<file path="config.mk">
export PLATFORM = sky130hd
export DESIGN_NAME = dwr_handler
export DESIGN_NICKNAME = d
export VERILOG_FILES = /design/src/rtl/dwr_handler.sv
export SDC_FILE = /design/constraint.sdc
export NUM_CORES = 1
export LEC_CHECK = 0
export ABC_AREA = 1
export BUFFER_PORTS_ARGS = -buffer_cell sky130_fd_sc_hd__buf_4
export CAP_MARGIN = 20
export CORE_UTILIZATION = 54
export DETAILED_ROUTE_END_ITERATION = 8
export HOLD_SLACK_MARGIN = 0.1
export PLACE_DENSITY = 0.89
export SLEW_MARGIN = 20
export SYNTH_ARGS = -nofsm -noshare
export SYNTH_HDL_FRONTEND = slang
export SYNTH_SLANG_ARGS = --single-unit
export TNS_END_PERCENT = 5
</file>
<file path="constraint.sdc">
create_clock -name clk -period 2.8 [get_ports clk]
set_clock_uncertainty 0.15 [all_clocks]
set_input_delay 0.84 -clock clk [delete_from_list [all_inputs] [get_ports clk]]
set_output_delay 0.84 -clock clk [all_outputs]
set_load 0.1 [all_outputs]
</file>
<file path="src/rtl/dwr_handler.sv">
module dwr_handler #(
  parameter int AW       = 32,
  parameter int DW       = 32,
  parameter int CW       = 4,
  parameter int LOG_DFLT = 24,
  parameter int LOG_MAX  = 32
) (
  input  logic            clk,
  input  logic            rst_n,
  input  logic            ini_req,
  input  logic [AW-1:0]   ini_addr,
  input  logic [CW-1:0]   ini_cmd,
  input  logic [DW/8-1:0] ini_be,
  input  logic [DW-1:0]   ini_data,
  input  logic            ini_multi,
  output logic            ini_rsp_vld,
  output logic [1:0]      ini_rsp,
  output logic            fw_start,
  output logic [AW-1:0]   fw_addr,
  output logic [CW-1:0]   fw_cmd,
  output logic [DW/8-1:0] fw_be,
  output logic [DW-1:0]   fw_data,
  input  logic            fw_term_vld,
  input  logic [1:0]      fw_term,
  input  logic            cfg_serr_en,
  input  logic            cfg_dwnd_dis,
  input  logic            cfg_lim_max,
  input  logic [2:0]      sts_clr,
  output logic            serr_o,
  output logic            sts_rx_tabort,
  output logic            sts_sig_tabort,
  output logic            sts_sig_serr
);
  localparam logic [LOG_MAX-1:0] M1_DFLT = LOG_MAX'((64'd1 << LOG_DFLT) - 64'd1);
  localparam logic [LOG_MAX-1:0] M1_MAX  = {LOG_MAX{1'b1}};

  typedef enum logic [1:0] {S_IDLE, S_ISSUE, S_WAIT, S_DONE} st_t;
  st_t              st;
  logic [LOG_MAX-1:0] tries;
  logic [1:0]       res;

  wire match   = ini_req && ini_addr == fw_addr && ini_cmd == fw_cmd &&
                 ini_be == fw_be && ini_data == fw_data;
  wire term_ok = st == S_WAIT && fw_term_vld;
  wire last    = tries == (cfg_lim_max ? M1_MAX : M1_DFLT);
  wire give_up = term_ok && fw_term == 2'd1 && last;
  wire deliver = st == S_DONE && match;
  wire [1:0] mapped = (res == 2'd3) ? 2'd3 : (ini_multi ? 2'd2 : 2'd1);

  assign fw_start = st == S_ISSUE;
  assign serr_o   = give_up && cfg_serr_en && !cfg_dwnd_dis;

  always_ff @(posedge clk) begin
    if (!rst_n) begin
      st      <= S_IDLE;
      tries   <= '0;
      res     <= 2'd0;
      fw_addr <= '0;
      fw_cmd  <= '0;
      fw_be   <= '0;
      fw_data <= '0;
    end else begin
      case (st)
        S_IDLE: if (ini_req) begin
          fw_addr <= ini_addr;
          fw_cmd  <= ini_cmd;
          fw_be   <= ini_be;
          fw_data <= ini_data;
          tries   <= '0;
          st      <= S_ISSUE;
        end
        S_ISSUE: st <= S_WAIT;
        S_WAIT: if (fw_term_vld) begin
          if (fw_term == 2'd1) begin
            if (last) st <= S_IDLE;
            else begin
              tries <= tries + 1'b1;
              st    <= S_ISSUE;
            end
          end else begin
            res <= fw_term;
            st  <= S_DONE;
          end
        end
        S_DONE: if (match) st <= S_IDLE;
        default: st <= S_IDLE;
      endcase
    end
  end

  always_ff @(posedge clk) begin
    if (!rst_n) begin
      ini_rsp_vld    <= 1'b0;
      ini_rsp        <= 2'd0;
      sts_rx_tabort  <= 1'b0;
      sts_sig_tabort <= 1'b0;
      sts_sig_serr   <= 1'b0;
    end else begin
      ini_rsp_vld    <= ini_req;
      ini_rsp        <= deliver ? mapped : 2'd0;
      sts_rx_tabort  <= (sts_rx_tabort  & ~sts_clr[0]) | (term_ok && fw_term == 2'd3);
      sts_sig_tabort <= (sts_sig_tabort & ~sts_clr[1]) | (deliver && res == 2'd3);
      sts_sig_serr   <= (sts_sig_serr   & ~sts_clr[2]) | serr_o;
    end
  end
endmodule

</file>
Yosys cells after proc, flatten, opt, wreduce, memory -nomap -nowiden --
Index checks and enable logic that the tools add are counted.
Cells by class: equality and inequality tests 16, reduce and logical (&&, ||, !) cells 20, bitwise gates (word level) 10, add/sub/neg operators 1, muxes and demuxes 14
Operator list (count):
- $mux W32 | 5
- $eq A32 B32 Y1 | 3
- $pmux W32 S2 | 1
- $add A32 B1 Y32 const B | 1
- $logic_and A1 B1 Y1 | 12
- $mux W2 | 6
- $eq A2 B2 Y1 const B | 4
- $eq A4 B4 Y1 | 2
- $ne A2 B2 Y1 const B | 4
- $pmux W2 S4 | 1
- $reduce_and A3 Y1 | 2
- $reduce_and A5 Y1 | 1
- $eq A2 B1 Y1 const B | 2
- $not A1 Y1 | 4
- $reduce_and A2 Y1 | 2
- $and A1 B1 Y1 | 3
- $or A1 B1 Y1 | 3
- $logic_not A2 Y1 | 1
- $ne A2 B1 Y1 const B | 1
- $reduce_bool A2 Y1 | 1
- $logic_not A1 Y1 | 1
- $mux W1 | 1
Word-level totals: word-level logic and storage cells 73, register bits 114, bits of input ports 85, output and inout bits 80

Longest topological paths before layout --
Gate-level depths: netlist of the first run.
depth in word-level cells 8, gate-level depth with buffers 14, depth with buffers taken out 14

Worst setup path after synthesis of the first run --
Ideal clock, no wire load.
path type input-to-output, from in fw_term_vld, to out serr_o, arrival 3.508 ns, path buffers 0, data required time 1.810 ns, cell stages on the path 5, path slack -1.698 ns, cells stage by stage inv_1 > nor2_1 > inv_2 > nor3b_1 > nor3b_1
On the way: cells in the longest elaborated chain, start to end 5
RTL lines:
- start, declared | RTL line 23 | input logic fw_term_vld,
- $logic_and A1 B1 Y1 | RTL line 44 | wire term_ok = st == S_WAIT && fw_term_vld;
- $logic_and A1 B1 Y1 (2 in series) | RTL line 46 | wire give_up = term_ok && fw_term == 2'd1 && last;
- $logic_and A1 B1 Y1 (2 in series) | RTL line 51 | assign serr_o = give_up && cfg_serr_en && !cfg_dwnd_dis;
- end, declared | RTL line 29 | output logic serr_o,
No other way between the ends.

Worst setup path in the final report of the first run --
from reg tries[1], to out serr_o
On the way: cells in the longest elaborated chain, start to end 4
RTL lines:
- start, declared | RTL line 39 | logic [LOG_MAX-1:0] tries;
- start signal, assigned | RTL line 77 | tries <= tries + 1'b1;
- $eq A32 B32 Y1 | RTL line 45 | wire last = tries == (cfg_lim_max ? M1_MAX : M1_DFLT);
- $logic_and A1 B1 Y1 | RTL line 46
- $logic_and A1 B1 Y1 (2 in series) | RTL line 51
No other way between the ends.

==> out/metrics.sh, run 1 <==
VIOLATED_CHECKS='setup timing'
MAX_SLEW.WORST_PIN.SLEW_PS=934.3
POWERDENSITY_mW_PER_MM2=720.7
POSTSYNTHNETCOUNT=1203
MAX_STAGE_DELAY_PS=350
SEQPWRFRAC_PCT=29.7
DRTANTENNAVIOLNETS=0
MAXCLOCKFREQUENCY_MHz=337.2
GRT.TOTAL_USAGE_PCT=34.50
SYNTH.FF_LATCH_COUNT=114
P_INT_mW=3.818
CELLLEAKAGEPOWER_nW=4.281
POWER.SWITCHING_FRACTION_PCT=41.00
GLOBAL_ROUTE.OVERFLOW_TOTAL=0
DIE_Y_UM=113.8
DETAILED_PLACE.AREA_SQ_MM=0.008240
FLOORPLAN.DIE_AREA_SQ_MM=0.01294
CLOCKPOWERSHARE_PCT=35.4
NUMCLOCKSINKS=114
CLOCK_LATENCY_OF_THE_LATER_CLOCKED_REGISTER_IN_THE_WORST_SKEW_PAIR_PS=420
WL_MET3_UM=2285
DIE_X_UM=113.8
WORSTHOLDENDPOINT='sts_rx_tabort'
PEAKVDDDROP_V=0.0006530
DETAILROUTE.VIA_COUNT=7857
OUTCOME='complete, but fails checks'
DRT_FIRST_ITER_VIOLATIONS=938
SETUP_TOTAL_NEGATIVE_SLACK_PS=-165.5
MIN_PATH_TYPE='reg -> reg'
TIMING.FINAL.SETUP_VIOLATIONS=1
CRITPATHKIND='reg -> out'
NUMBER_OF_WARNINGS_PRINTED_DURING_YOSYS_SYNTHESIS=0
POSTROUTEWIRELENGTH_UM=22130
TOP_LAYER='met4'
FINALCRITPERIODSHARE_PCT=105.9
ANTENNADIODECOUNT=0
DETAILROUTE.WIRELENGTH.MET2_UM=10350
FINAL_CRITICAL_PATH_SETUP_SLACK_PS=-165.5
FLOORPLAN.INITIALDENSITY_PCT=55.69
IO_BUFFERS=164
AVGVIACOUNTPERCELL=5.334
CTS-ROOT-TO-SINK-BUFFERS=2
FIRST_PASS_ITERS=6
FLOORPLAN.ROWS=40
FILLER_CELL_COUNT=963
RELATIVE_SLEW_SLACK_PCT=37.48
POST_ROUTE_CELLS_DRIVE_ABOVE_1_SHARE_PCT=21.69
TIMING.REG2REG.SETUP_SLACK_PS=460
PERIOD_NEEDED_PS=2965
R2R-END='tries[3]'
MET1_LENGTH_UM=8629
SYNTHESIS.AREA_PER_INSTANCE_SQ_UM=6.039
CRITICAL_PATH.MOST_COMMON_CELL='sky130_fd_sc_hd__nand3_2'
TIMING.HOLD.WORST.START='sts_rx_tabort'
CRIT_FANOUT=2
CAP_VIOL_MAX_COUNT=0
CTS_TREE='built'
HTREE_NUM_LEVELS=4
POST_LAYOUT_NONFILLER_INSTANCES=1473
NUMCTSBUFFERS=17
CRITICAL_PATH_CELL_COUNT=8
IO_PINS=165
GRT_SETUP_UNREPAIRED='yes'
PLACE_WS_PS=-38.24
GRT_ANTENNA_BEFORE_REPAIR=0
NUMBER_OF_INSTANCES_IN_THE_PLACED_DESIGN=1432
HOLDPATHSTAGES=2
FINALMAXSLEWVIOLATIONS=0
WORSTPATHARRIVAL_PS=1980
ROUTEDWLPERCELL_UM=15.02
SYNTHESIS.INSTANCES=1117
FINISH.INSTANCE_AREA_SQ_MM=0.008979
PIN_COUNT_OF_THE_BIGGEST_NET_ENTERING_GLOBAL_ROUTING=119
POWER_SWITCHING_mW=2.653
CLK_TRANSITION_REPORTED_PATHS_PS=60
CRIT_START='tries[1]'
DPL.HPWL_UM=15900
NETS=1379
SEQ_AREA_FRAC_SYNTH_PCT=33.83
STARTPOINT_TYPE='flop'
FIRST_GLOBAL_VIAS=7114
END_KIND='primary output'
CRIT-REG2REG-LAUNCH='tries[1]'
MAPPEDNETLISTAREA_SQ_MM=0.006745
PATH_CELLS='ha_4 -> nand3_2 -> inv_2 -> nand2_4 -> nor4_4 -> nand3_2 -> nor3b_4 -> buf_12'
CP_NUM_BUF_INV=2
NETLIST-CELL-TYPE-COUNT=35
FF2FF_PATH_DEPTH=13
MOSTFREQUENTLAYOUTCELL='sky130_fd_sc_hd__nand2_1'
TOTAL_POWER_mW=6.471
CLOCKROOTBUFFER='sky130_fd_sc_hd__clkbuf_16'
WORST_PATH_MAX_DELAY_CELL='sky130_fd_sc_hd__dfxtp_4'
POST-ROUTE-DRC-COUNT=0
GLOBALPLACE.CONGESTION=0.9782
CORE_AREA_SQ_MM=0.01211
AREAGROWTHSYNTHTOFINISH_PCT=33.11
MOST-COMMON-LAYOUT-CELLS='sky130_fd_sc_hd__nand2_1 (279), sky130_fd_sc_hd__nor2_1 (199), sky130_fd_sc_hd__buf_4 (187), sky130_fd_sc_hd__inv_1 (154), sky130_fd_sc_hd__dfxtp_1 (101)'
FINAL_HOLD_VIOL_COUNT=0
GLOBAL_ROUTE_WIRE_LENGTH_BEFORE_REPAIR_UM=34750
P_COMB_SHARE_PCT=34.9
CRIT_REQUIRED_PS=1810
FAMILY_WITH_THE_MOST_DELAY_ON_THE_WORST_PATH='simple AND/OR/NAND/NOR gates'
[cells in the mapped netlist, drive strengths merged]
cell type	number	area, sq um
nand2	286	1086
nor2	207	799.5
inv	166	625.6
dfxtp	114	2282
a21oi	80	400.4
o21ai	80	400.4
nand3	51	270.3
nand4	28	175.2
nor3	25	151.4
clkbuf	22	82.58
xor2	14	122.6
xnor2	12	105.1
buf	11	85.08
or2	7	43.79
nor3b	4	30.03
nand3b	2	15.01
nor4	2	18.77
o21bai	2	18.77
o22ai	2	12.51
ha	1	12.51
o21a	1	7.510
[power groups by stage]
stage | logic [mW] | clock network, mW | registers (mW)
floorplan | 0.687 | 0 | 2.93
global placement | 2.20 | 0 | 1.94
detailed placement | 2.22 | 0 | 1.95
CTS | 2.24 | 2.30 | 1.92
global route | 2.37 | 2.37 | 1.94
finish | 2.26 | 2.29 | 1.92
[logic make-up after synthesis]
kind of cell,after synthesis,synth area share [%]
xor gates and xnor gates,26,3.376
buffers and inverters,199,11.76
AOI/OAI and AO/OA,165,12.45
and+or+nand+nor,612,38.40
adders and majority gates,1,0.1855
DFF,114,33.83
[cell type report]
cell class / count / area, sq um / share of cell area [%]
multi-input combinational: 804 / 3761 / 41.89
sequential: 114 / 2301 / 25.63
timing repair buffer: 190 / 1464 / 16.30
inverter: 166 / 625.6 / 6.968
clock buffer: 20 / 456.7 / 5.086
tap: 168 / 210.2 / 2.341
clock inverter: 11 / 160.2 / 1.784
[worst reg2reg max path, stage by stage (launching register included)]
cell                      delay, ps
sky130_fd_sc_hd__dfxtp_4        350
sky130_fd_sc_hd__ha_4           140
sky130_fd_sc_hd__nand3_2         80
sky130_fd_sc_hd__buf_4          140
sky130_fd_sc_hd__buf_4          130
sky130_fd_sc_hd__nor2_1          80
sky130_fd_sc_hd__nand4_1        120
sky130_fd_sc_hd__nor2_1         180
sky130_fd_sc_hd__nand3_1        150
sky130_fd_sc_hd__nand2_4        200
sky130_fd_sc_hd__buf_12         220
sky130_fd_sc_hd__o21ai_0        120
sky130_fd_sc_hd__nand2_1        110
sky130_fd_sc_hd__nor2_1          60
[how the worst max path moves through the flow]
| stage | endpoint | slack, ps |
|---|---|---|
| after floorplan | serr_o | -250 |
| after global placement | serr_o | -20 |
| after detailed placement | serr_o | -40 |
| after CTS | serr_o | -90 |
| after global routing | serr_o | -230 |
| final | serr_o | -170 |
[flip-flops by register name, indices dropped and copies added (netlist names)]
| name | cells |
|---|---|
| sts_sig_tabort | 1 |
| fw_cmd | 4 |
| tries | 32 |
| ini_rsp_vld | 1 |
| sts_rx_tabort | 1 |
| st | 2 |
| res | 2 |
| sts_sig_serr | 1 |
| fw_data | 32 |
| fw_be | 4 |
| ini_rsp | 2 |
| fw_addr | 32 |
[layer usage]
metal | vias to the layer above | track usage (%)
met5 | - | 0
met4 | 0 | 17.63
met3 | 70 | 9.564
met2 | 431 | 56.02
met1 | 3499 | 41.85
li1 | 3857 | -
[through the flow]
stage	hold slack, ps	util, %
after floorplan	289.2	-
after detailed placement	306.4	68.04
after global placement	302.7	68.04
final	311.8	74.13
after global routing	323.8	74.13
after CTS	315.0	74.11
[repair_timing]
action,4_1_cts,5_1_grt
pin swaps,9,1
resized for setup,20,1
hold buffers,0,0
setup endpoints to repair,1,1
buffers inserted,10,0
No activity file was read; power rests on OpenSTA's default activity.
==> run 2: changes to the inputs <==
CORE_ASPECT_RATIO = 1.4   (was unset)
SETUP_SLACK_MARGIN = 0.02   (was unset)
==> out/metrics.sh, run 2 (synthesis gave the netlist of run 1 again) <==
LAYOUT.AREA.SEQ_SQ_MM=0.002298  # was 0.002301 sq mm
DIE_X_UM=96.46  # was 113.8 um
CLOCK_LATENCY_OF_THE_LATER_CLOCKED_REGISTER_IN_THE_WORST_SKEW_PAIR_PS=430  # was 420 ps
VIOLATED_CHECKS='setup timing'  # unchanged
TIMING.REG2REG.SETUP_SLACK_PS=550  # was 460 ps
RELATIVE_SLEW_SLACK_PCT=36.64  # was 37.48%
FLOORPLAN.INITIALDENSITY_PCT=56.23  # was 55.69%
DRT_FIRST_ITER_VIOLATIONS=519  # was 938
MAXCLOCKFREQUENCY_MHz=342.3  # was 337.2 MHz
PATH_CELLS='nand2_1 -> nor2_1 -> nand3_2 -> o22ai_2 -> nand3_2 -> nor3b_4 -> buf_12'  # was ha_4 -> nand3_2 -> inv_2 -> nand2_4 -> nor4_4 -> nand3_2 -> nor3b_4 -> buf_12
NETS=1379  # unchanged
MULTIINPUTGATEAREA_SQ_MM=0.003761  # unchanged
CRITPATHKIND='reg -> out'  # unchanged
MOST-COMMON-LAYOUT-CELLS='sky130_fd_sc_hd__nand2_1 (280), sky130_fd_sc_hd__nor2_1 (200), sky130_fd_sc_hd__buf_4 (188), sky130_fd_sc_hd__inv_1 (154), sky130_fd_sc_hd__dfxtp_1 (103)'  # was sky130_fd_sc_hd__nand2_1 (279), sky130_fd_sc_hd__nor2_1 (199), sky130_fd_sc_hd__buf_4 (187), sky130_fd_sc_hd__inv_1 (154), sky130_fd_sc_hd__dfxtp_1 (101)
GLOBALPLACE.CONGESTION=0.9461  # was 0.9782
FIRST_PASS_ITERS=6  # unchanged
WORSTHOLDENDPOINT='sts_rx_tabort'  # unchanged
GRT_SETUP_UNREPAIRED='yes'  # unchanged
GRT_ANTENNA_BEFORE_REPAIR=0  # unchanged
TIMING.HOLD.WORST.START='sts_rx_tabort'  # unchanged
ANTENNADIODECOUNT=0  # unchanged
CRIT-REG2REG-LAUNCH='fw_data[4]'  # was tries[1]
POST-ROUTE-DRC-COUNT=0  # unchanged
MIN_PATH_TYPE='reg -> reg'  # unchanged
CORE_AREA_SQ_MM=0.01200  # was 0.01211 sq mm
MAX_SLEW.WORST_PIN.SLEW_PS=946.9  # was 934.3 ps
FF2FF_PATH_DEPTH=7  # was 13
CRIT_REQUIRED_PS=1810  # about the same
CLK_TRANSITION_REPORTED_PATHS_PS=60  # about the same
WORSTPATHARRIVAL_PS=1930  # was 1980 ps
IO_PINS=165  # unchanged
FINAL_HOLD_VIOL_COUNT=0  # unchanged
HTREE_NUM_LEVELS=4  # unchanged
FLOORPLAN.DIE_AREA_SQ_MM=0.01295  # was 0.01294 sq mm
PEAKVDDDROP_V=0.0006008  # was 0.0006530 V
DETAILROUTE.VIA_COUNT=8049  # was 7857
IO_BUFFERS=164  # unchanged
DRTANTENNAVIOLNETS=0  # unchanged
CLOCKROOTBUFFER='sky130_fd_sc_hd__clkbuf_16'  # unchanged
FINISH.INSTANCE_AREA_SQ_MM=0.008924  # was 0.008979 sq mm
NUMCLOCKSINKS=114  # unchanged
FIRST_GLOBAL_VIAS=7586  # was 7114
MAX_STAGE_DELAY_PS=370  # was 350 ps
POSTROUTEWIRELENGTH_UM=23530  # was 22130 um
WORST_PATH_MAX_DELAY_CELL='sky130_fd_sc_hd__dfxtp_1'  # was sky130_fd_sc_hd__dfxtp_4
DPL.HPWL_UM=16640  # was 15900 um
POST_LAYOUT_NONFILLER_INSTANCES=1453  # was 1473
FINAL_CRITICAL_PATH_SETUP_SLACK_PS=-121.4  # was -165.5 ps
NUMCTSBUFFERS=17  # unchanged
WHS_PS=318.2  # was 311.8 ps
CRIT_FANOUT=4  # was 2
HOLDPATHSTAGES=2  # unchanged
FILLER_CELL_COUNT=940  # was 963
AREAGROWTHSYNTHTOFINISH_PCT=32.29  # was 33.11%
DETAILED_PLACE.AREA_SQ_MM=0.008224  # was 0.008240 sq mm
NUMBER_OF_INSTANCES_IN_THE_PLACED_DESIGN=1414  # was 1432
SETUP_TOTAL_NEGATIVE_SLACK_PS=-121.4  # was -165.5 ps
CRITICAL_PATH.MOST_COMMON_CELL='sky130_fd_sc_hd__nand3_2'  # unchanged
AVGVIACOUNTPERCELL=5.540  # was 5.334
POST_ROUTE_CELLS_DRIVE_ABOVE_1_SHARE_PCT=21.52  # was 21.69%
GLOBAL_ROUTE_WIRE_LENGTH_BEFORE_REPAIR_UM=35870  # was 34750 um
TIMING.FINAL.SETUP_VIOLATIONS=1  # unchanged
MOSTFREQUENTLAYOUTCELL='sky130_fd_sc_hd__nand2_1'  # unchanged
ROUTEDWLPERCELL_UM=16.19  # was 15.02 um
GRT.TOTAL_USAGE_PCT=36.88  # was 34.50%
POWERDENSITY_mW_PER_MM2=721.3  # was 720.7 mW/mm^2
PIN_COUNT_OF_THE_BIGGEST_NET_ENTERING_GLOBAL_ROUTING=76  # was 119
CTS-HOLD-FIX-BUFFERS=0  # unchanged
STARTPOINT_TYPE='flop'  # unchanged
GLOBAL_ROUTE.OVERFLOW_TOTAL=0  # unchanged
CELLLEAKAGEPOWER_nW=4.255  # was 4.281 nW
R2R-END='ini_rsp[0]'  # was tries[3]
CTS_TREE='built'  # unchanged
OUTCOME='complete, but fails checks'  # unchanged
PERIOD_NEEDED_PS=2921  # was 2965 ps
FLOORPLAN.ROWS=47  # was 40
FINALMAXSLEWVIOLATIONS=0  # unchanged
LARGEST_REGISTERS='fw_addr (32), fw_data (32), tries (32)'  # unchanged
FINALCRITPERIODSHARE_PCT=104.3  # was 105.9%
TOTAL_POWER_mW=6.437  # was 6.471 mW
CTS-ROOT-TO-SINK-BUFFERS=2  # unchanged
DIE_Y_UM=134.2  # was 113.8 um
END_KIND='primary output'  # unchanged
CAP_VIOL_MAX_COUNT=0  # unchanged
run 2: cell types whose count changed in the layout (fill, tap and decap cells not counted), moves of 2 or more:
cell                         change
sky130_fd_sc_hd__bufinv_16       -2
sky130_fd_sc_hd__clkinv_2        -5
sky130_fd_sc_hd__clkinv_4        +2
sky130_fd_sc_hd__clkinvlp_4      +3
sky130_fd_sc_hd__dfxtp_1         +2
sky130_fd_sc_hd__dfxtp_2         -2
sky130_fd_sc_hd__inv_6           +4
sky130_fd_sc_hd__nor2_2          -2
run 2: worst max-delay path, delay by kind of cell (launching register included):
| kind | cells | cell delay, ps |
|---|---|---|
| simple gates | 5 | 710 |
| flops | 1 | 370 |
| compound gates | 1 | 220 |
| buf+inv | 1 | 200 |
run 2: worst max path at each step:
stage | endpoint | from | slack, ps
after detailed placement | serr_o | cfg_lim_max | -90
after global placement | serr_o | cfg_lim_max | -60
after floorplan | serr_o | cfg_lim_max | -250
final | serr_o | tries[28] | -120
after global routing | serr_o | tries[29] | -210
after CTS | serr_o | tries[1] | -120
run 2: what timing repair did:
item / in CTS / in global routing
endpoints found under the setup margin: 1 / 1
pin swaps: 6 / 1
buffers inserted: 7 / 0
gates resized for setup: 14 / 4
run 2: metrics by stage:
| stage | util [%] | setup slack, ps |
|---|---|---|
| final | 74.38 | -121.4 |
| after global routing | 74.38 | -214.3 |
| after CTS | 74.29 | -115.3 |
| after detailed placement | 68.55 | -89.92 |
| after global placement | 68.55 | -58.17 |
| after floorplan | - | -253.5 |
run 2: power by group:
group          internal, mW  switching (mW)
clock                  1.37           0.867
sequential             1.77           0.153
combinational         0.522            1.75
run 2: layer usage:
layer  GRT usage (%)  up-vias  wire (um)
met1           35.51     3633       7705
met4           30.64        0       2010
li1                -     3847          -
met5               0        -          0
met2           61.50      414      11730
met3           12.76      155       2082
run 2: area by class of cell:
type | instances | area share, %
tap | 147 | 2.061
clock inverter | 13 | 1.683
sequential | 114 | 25.76
clock buffer | 19 | 5.076
timing repair buffer | 190 | 16.26
inverter | 166 | 7.011
multi-input combinational | 804 | 42.15
==> run 3: changes to the inputs <==
CORE_UTILIZATION = 39   (was 54)
PLACE_DENSITY = 0.69   (was 0.89)
SKIP_LAST_GASP = 1   (was unset)
==> out/metrics.sh, run 3 (synthesis gave the netlist of run 1 again) <==
OUTCOME='complete, but fails checks'  # unchanged
VIOLATED_CHECKS='setup timing'  # unchanged
CTS-HOLD-FIX-BUFFERS=0  # unchanged
WORSTPATHARRIVAL_PS=1920  # was 1930 ps
FINAL_CRITICAL_PATH_SETUP_SLACK_PS=-109.3  # was -121.4 ps
TOP_LAYER='met4'  # unchanged
MIN_PATH_TYPE='reg -> reg'  # unchanged
FIRST_GLOBAL_VIAS=7182  # was 7586
GLOBALPLACE.CONGESTION=0.9371  # was 0.9461
CLOCK_LATENCY_OF_THE_LATER_CLOCKED_REGISTER_IN_THE_WORST_SKEW_PAIR_PS=420  # was 430 ps
MOST-COMMON-LAYOUT-CELLS='sky130_fd_sc_hd__nand2_1 (279), sky130_fd_sc_hd__nor2_1 (201), sky130_fd_sc_hd__buf_4 (189), sky130_fd_sc_hd__inv_1 (154), sky130_fd_sc_hd__dfxtp_1 (104)'  # was sky130_fd_sc_hd__nand2_1 (280), sky130_fd_sc_hd__nor2_1 (200), sky130_fd_sc_hd__buf_4 (188), sky130_fd_sc_hd__inv_1 (154), sky130_fd_sc_hd__dfxtp_1 (103)
GRT.TOTAL_USAGE_PCT=26.22  # was 36.88%
CLOCKROOTBUFFER='sky130_fd_sc_hd__clkbuf_16'  # unchanged
DETAILED_PLACE.AREA_SQ_MM=0.008307  # was 0.008224 sq mm
FINAL_HOLD_VIOL_COUNT=0  # unchanged
POSTROUTEWIRELENGTH_UM=22540  # was 23530 um
MOSTFREQUENTLAYOUTCELL='sky130_fd_sc_hd__nand2_1'  # unchanged
AVGVIACOUNTPERCELL=4.981  # was 5.540
RELATIVE_SLEW_SLACK_PCT=37.94  # was 36.64%
FLOORPLAN.ROWS=56  # was 47
CAP_VIOL_MAX_COUNT=0  # unchanged
DIE_Y_UM=157.6  # was 134.2 um
TIMING.FINAL.SETUP_VIOLATIONS=1  # unchanged
CRIT_REQUIRED_PS=1810  # about the same
DETAILROUTE.WIRELENGTH.MET2_UM=11670  # was 11730 um
NETS=1381  # was 1379
GRT_SETUP_UNREPAIRED='yes'  # unchanged
MAX_SLEW.WORST_PIN.SLEW_PS=927.5  # was 946.9 ps
GLOBAL_ROUTE.OVERFLOW_TOTAL=0  # unchanged
END_KIND='primary output'  # unchanged
PIN_COUNT_OF_THE_BIGGEST_NET_ENTERING_GLOBAL_ROUTING=119  # was 76
CLK_TRANSITION_REPORTED_PATHS_PS=60  # about the same
IO_BUFFERS=164  # unchanged
CORE_AREA_SQ_MM=0.01682  # was 0.01200 sq mm
DIE_X_UM=113.2  # was 96.46 um
FLOORPLAN.DIE_AREA_SQ_MM=0.01783  # was 0.01295 sq mm
DRTANTENNAVIOLNETS=0  # unchanged
POST_ROUTE_CELLS_DRIVE_ABOVE_1_SHARE_PCT=21.29  # was 21.52%
DRT_FIRST_ITER_VIOLATIONS=468  # was 519
CELLLEAKAGEPOWER_nW=4.251  # was 4.255 nW
DETAILROUTE.VIA_COUNT=7517  # was 8049
HTREE_NUM_LEVELS=4  # unchanged
WL_MET3_UM=1194  # was 2082 um
IO_PINS=165  # unchanged
POWERDENSITY_mW_PER_MM2=693.5  # was 721.3 mW/mm^2
FINISH.INSTANCE_AREA_SQ_MM=0.008957  # was 0.008924 sq mm
PLACE_WS_PS=-84.69  # was -89.92 ps
NUMCLOCKSINKS=114  # unchanged
POST-ROUTE-DRC-COUNT=0  # unchanged
GRT_ANTENNA_BEFORE_REPAIR=0  # unchanged
MAXCLOCKFREQUENCY_MHz=343.7  # was 342.3 MHz
GLOBAL_ROUTE_WIRE_LENGTH_BEFORE_REPAIR_UM=35620  # was 35870 um
CTS_TREE='built'  # unchanged
FIRST_PASS_ITERS=5  # was 6
FINALCRITPERIODSHARE_PCT=103.9  # was 104.3%
CRITPATHKIND='reg -> out'  # unchanged
DPL.HPWL_UM=17390  # was 16640 um
PEAKVDDDROP_V=0.0004482  # was 0.0006008 V
ROUTEDWLPERCELL_UM=14.94  # was 16.19 um
FLOORPLAN.INITIALDENSITY_PCT=40.11  # was 56.23%
PERIOD_NEEDED_PS=2909  # was 2921 ps
STARTPOINT_TYPE='flop'  # unchanged
LARGEST_REGISTERS='fw_addr (32), fw_data (32), tries (32)'  # unchanged
ANTENNADIODECOUNT=0  # unchanged
CRIT_FANOUT=3  # was 4
AREAGROWTHSYNTHTOFINISH_PCT=32.80  # was 32.29%
NUMCTSBUFFERS=17  # unchanged
CTS-ROOT-TO-SINK-BUFFERS=2  # unchanged
MET1_LENGTH_UM=8221  # was 7705 um
FINALMAXSLEWVIOLATIONS=0  # unchanged
## run 3: power by group
group	internal, mW	switching, mW	total (mW)
Sequential	1.77	0.144	1.92
Combinational	0.524	1.73	2.25
Clock	1.25	0.786	2.04
## run 3: worst max-delay path, cell delays in order (launching register included)
cell and delay, ps:
sky130_fd_sc_hd__dfxtp_2 340, sky130_fd_sc_hd__nand2_2 70, sky130_fd_sc_hd__nor2_1 80, sky130_fd_sc_hd__nand2_1 100
sky130_fd_sc_hd__nor4_4 300, sky130_fd_sc_hd__nand3_2 130, sky130_fd_sc_hd__nor3b_4 250, sky130_fd_sc_hd__buf_12 210
## run 3: per-layer routing
metal	track usage [%]	vias to the layer above
li1	-	3865
met1	26.92	3334
met2	47.71	244
met3	5.436	74
met4	17.98	0
met5	0	-
## run 3: final timing paths
| kind | start | end | slack (ps) | depth (start not counted) |
|---|---|---|---|---|
| max | tries[13] | serr_o | -110 | 7 |
| min | res[1] | res[1] | 310 | 2 |
| max reg2reg | tries[1] | tries[21] | 540 | 12 |
| min reg2reg | res[1] | res[1] | 310 | 2 |
## run 3: layout make-up
| class | count | area [sq um] |
|---|---|---|
| fill | 1727 | 7859 |
| multi-input combinational | 804 | 3756 |
| sequential | 114 | 2297 |
| timing repair buffer | 192 | 1479 |
| inverter | 166 | 625.6 |
| clock buffer | 21 | 460.4 |
| tap | 203 | 254.0 |
| clock inverter | 9 | 85.08 |
## run 3: through the flow
step | TNS [ps] | utilization (%) | instances | hold WS [ps] | total power, mW
2_1_floorplan | -253.5 | - | 1117 | 289.2 | 3.613
3_3_place_gp | -80.58 | 49.40 | 1470 | 299.8 | 4.184
3_5_place_dp | -84.69 | 49.40 | 1470 | 310.7 | 4.203
4_1_cts | -109.3 | 53.26 | 1509 | 318.5 | 6.243
5_1_grt | -241.7 | 53.27 | 1509 | 340.9 | 6.488
6_report | -109.3 | 53.27 | 1509 | 314.2 | 6.212
## run 3: repair_timing
action	4_1_cts	5_1_grt
gates resized for setup	15	1
setup endpoints to repair	1	1
pin swaps	6	0
setup buffers	9	0
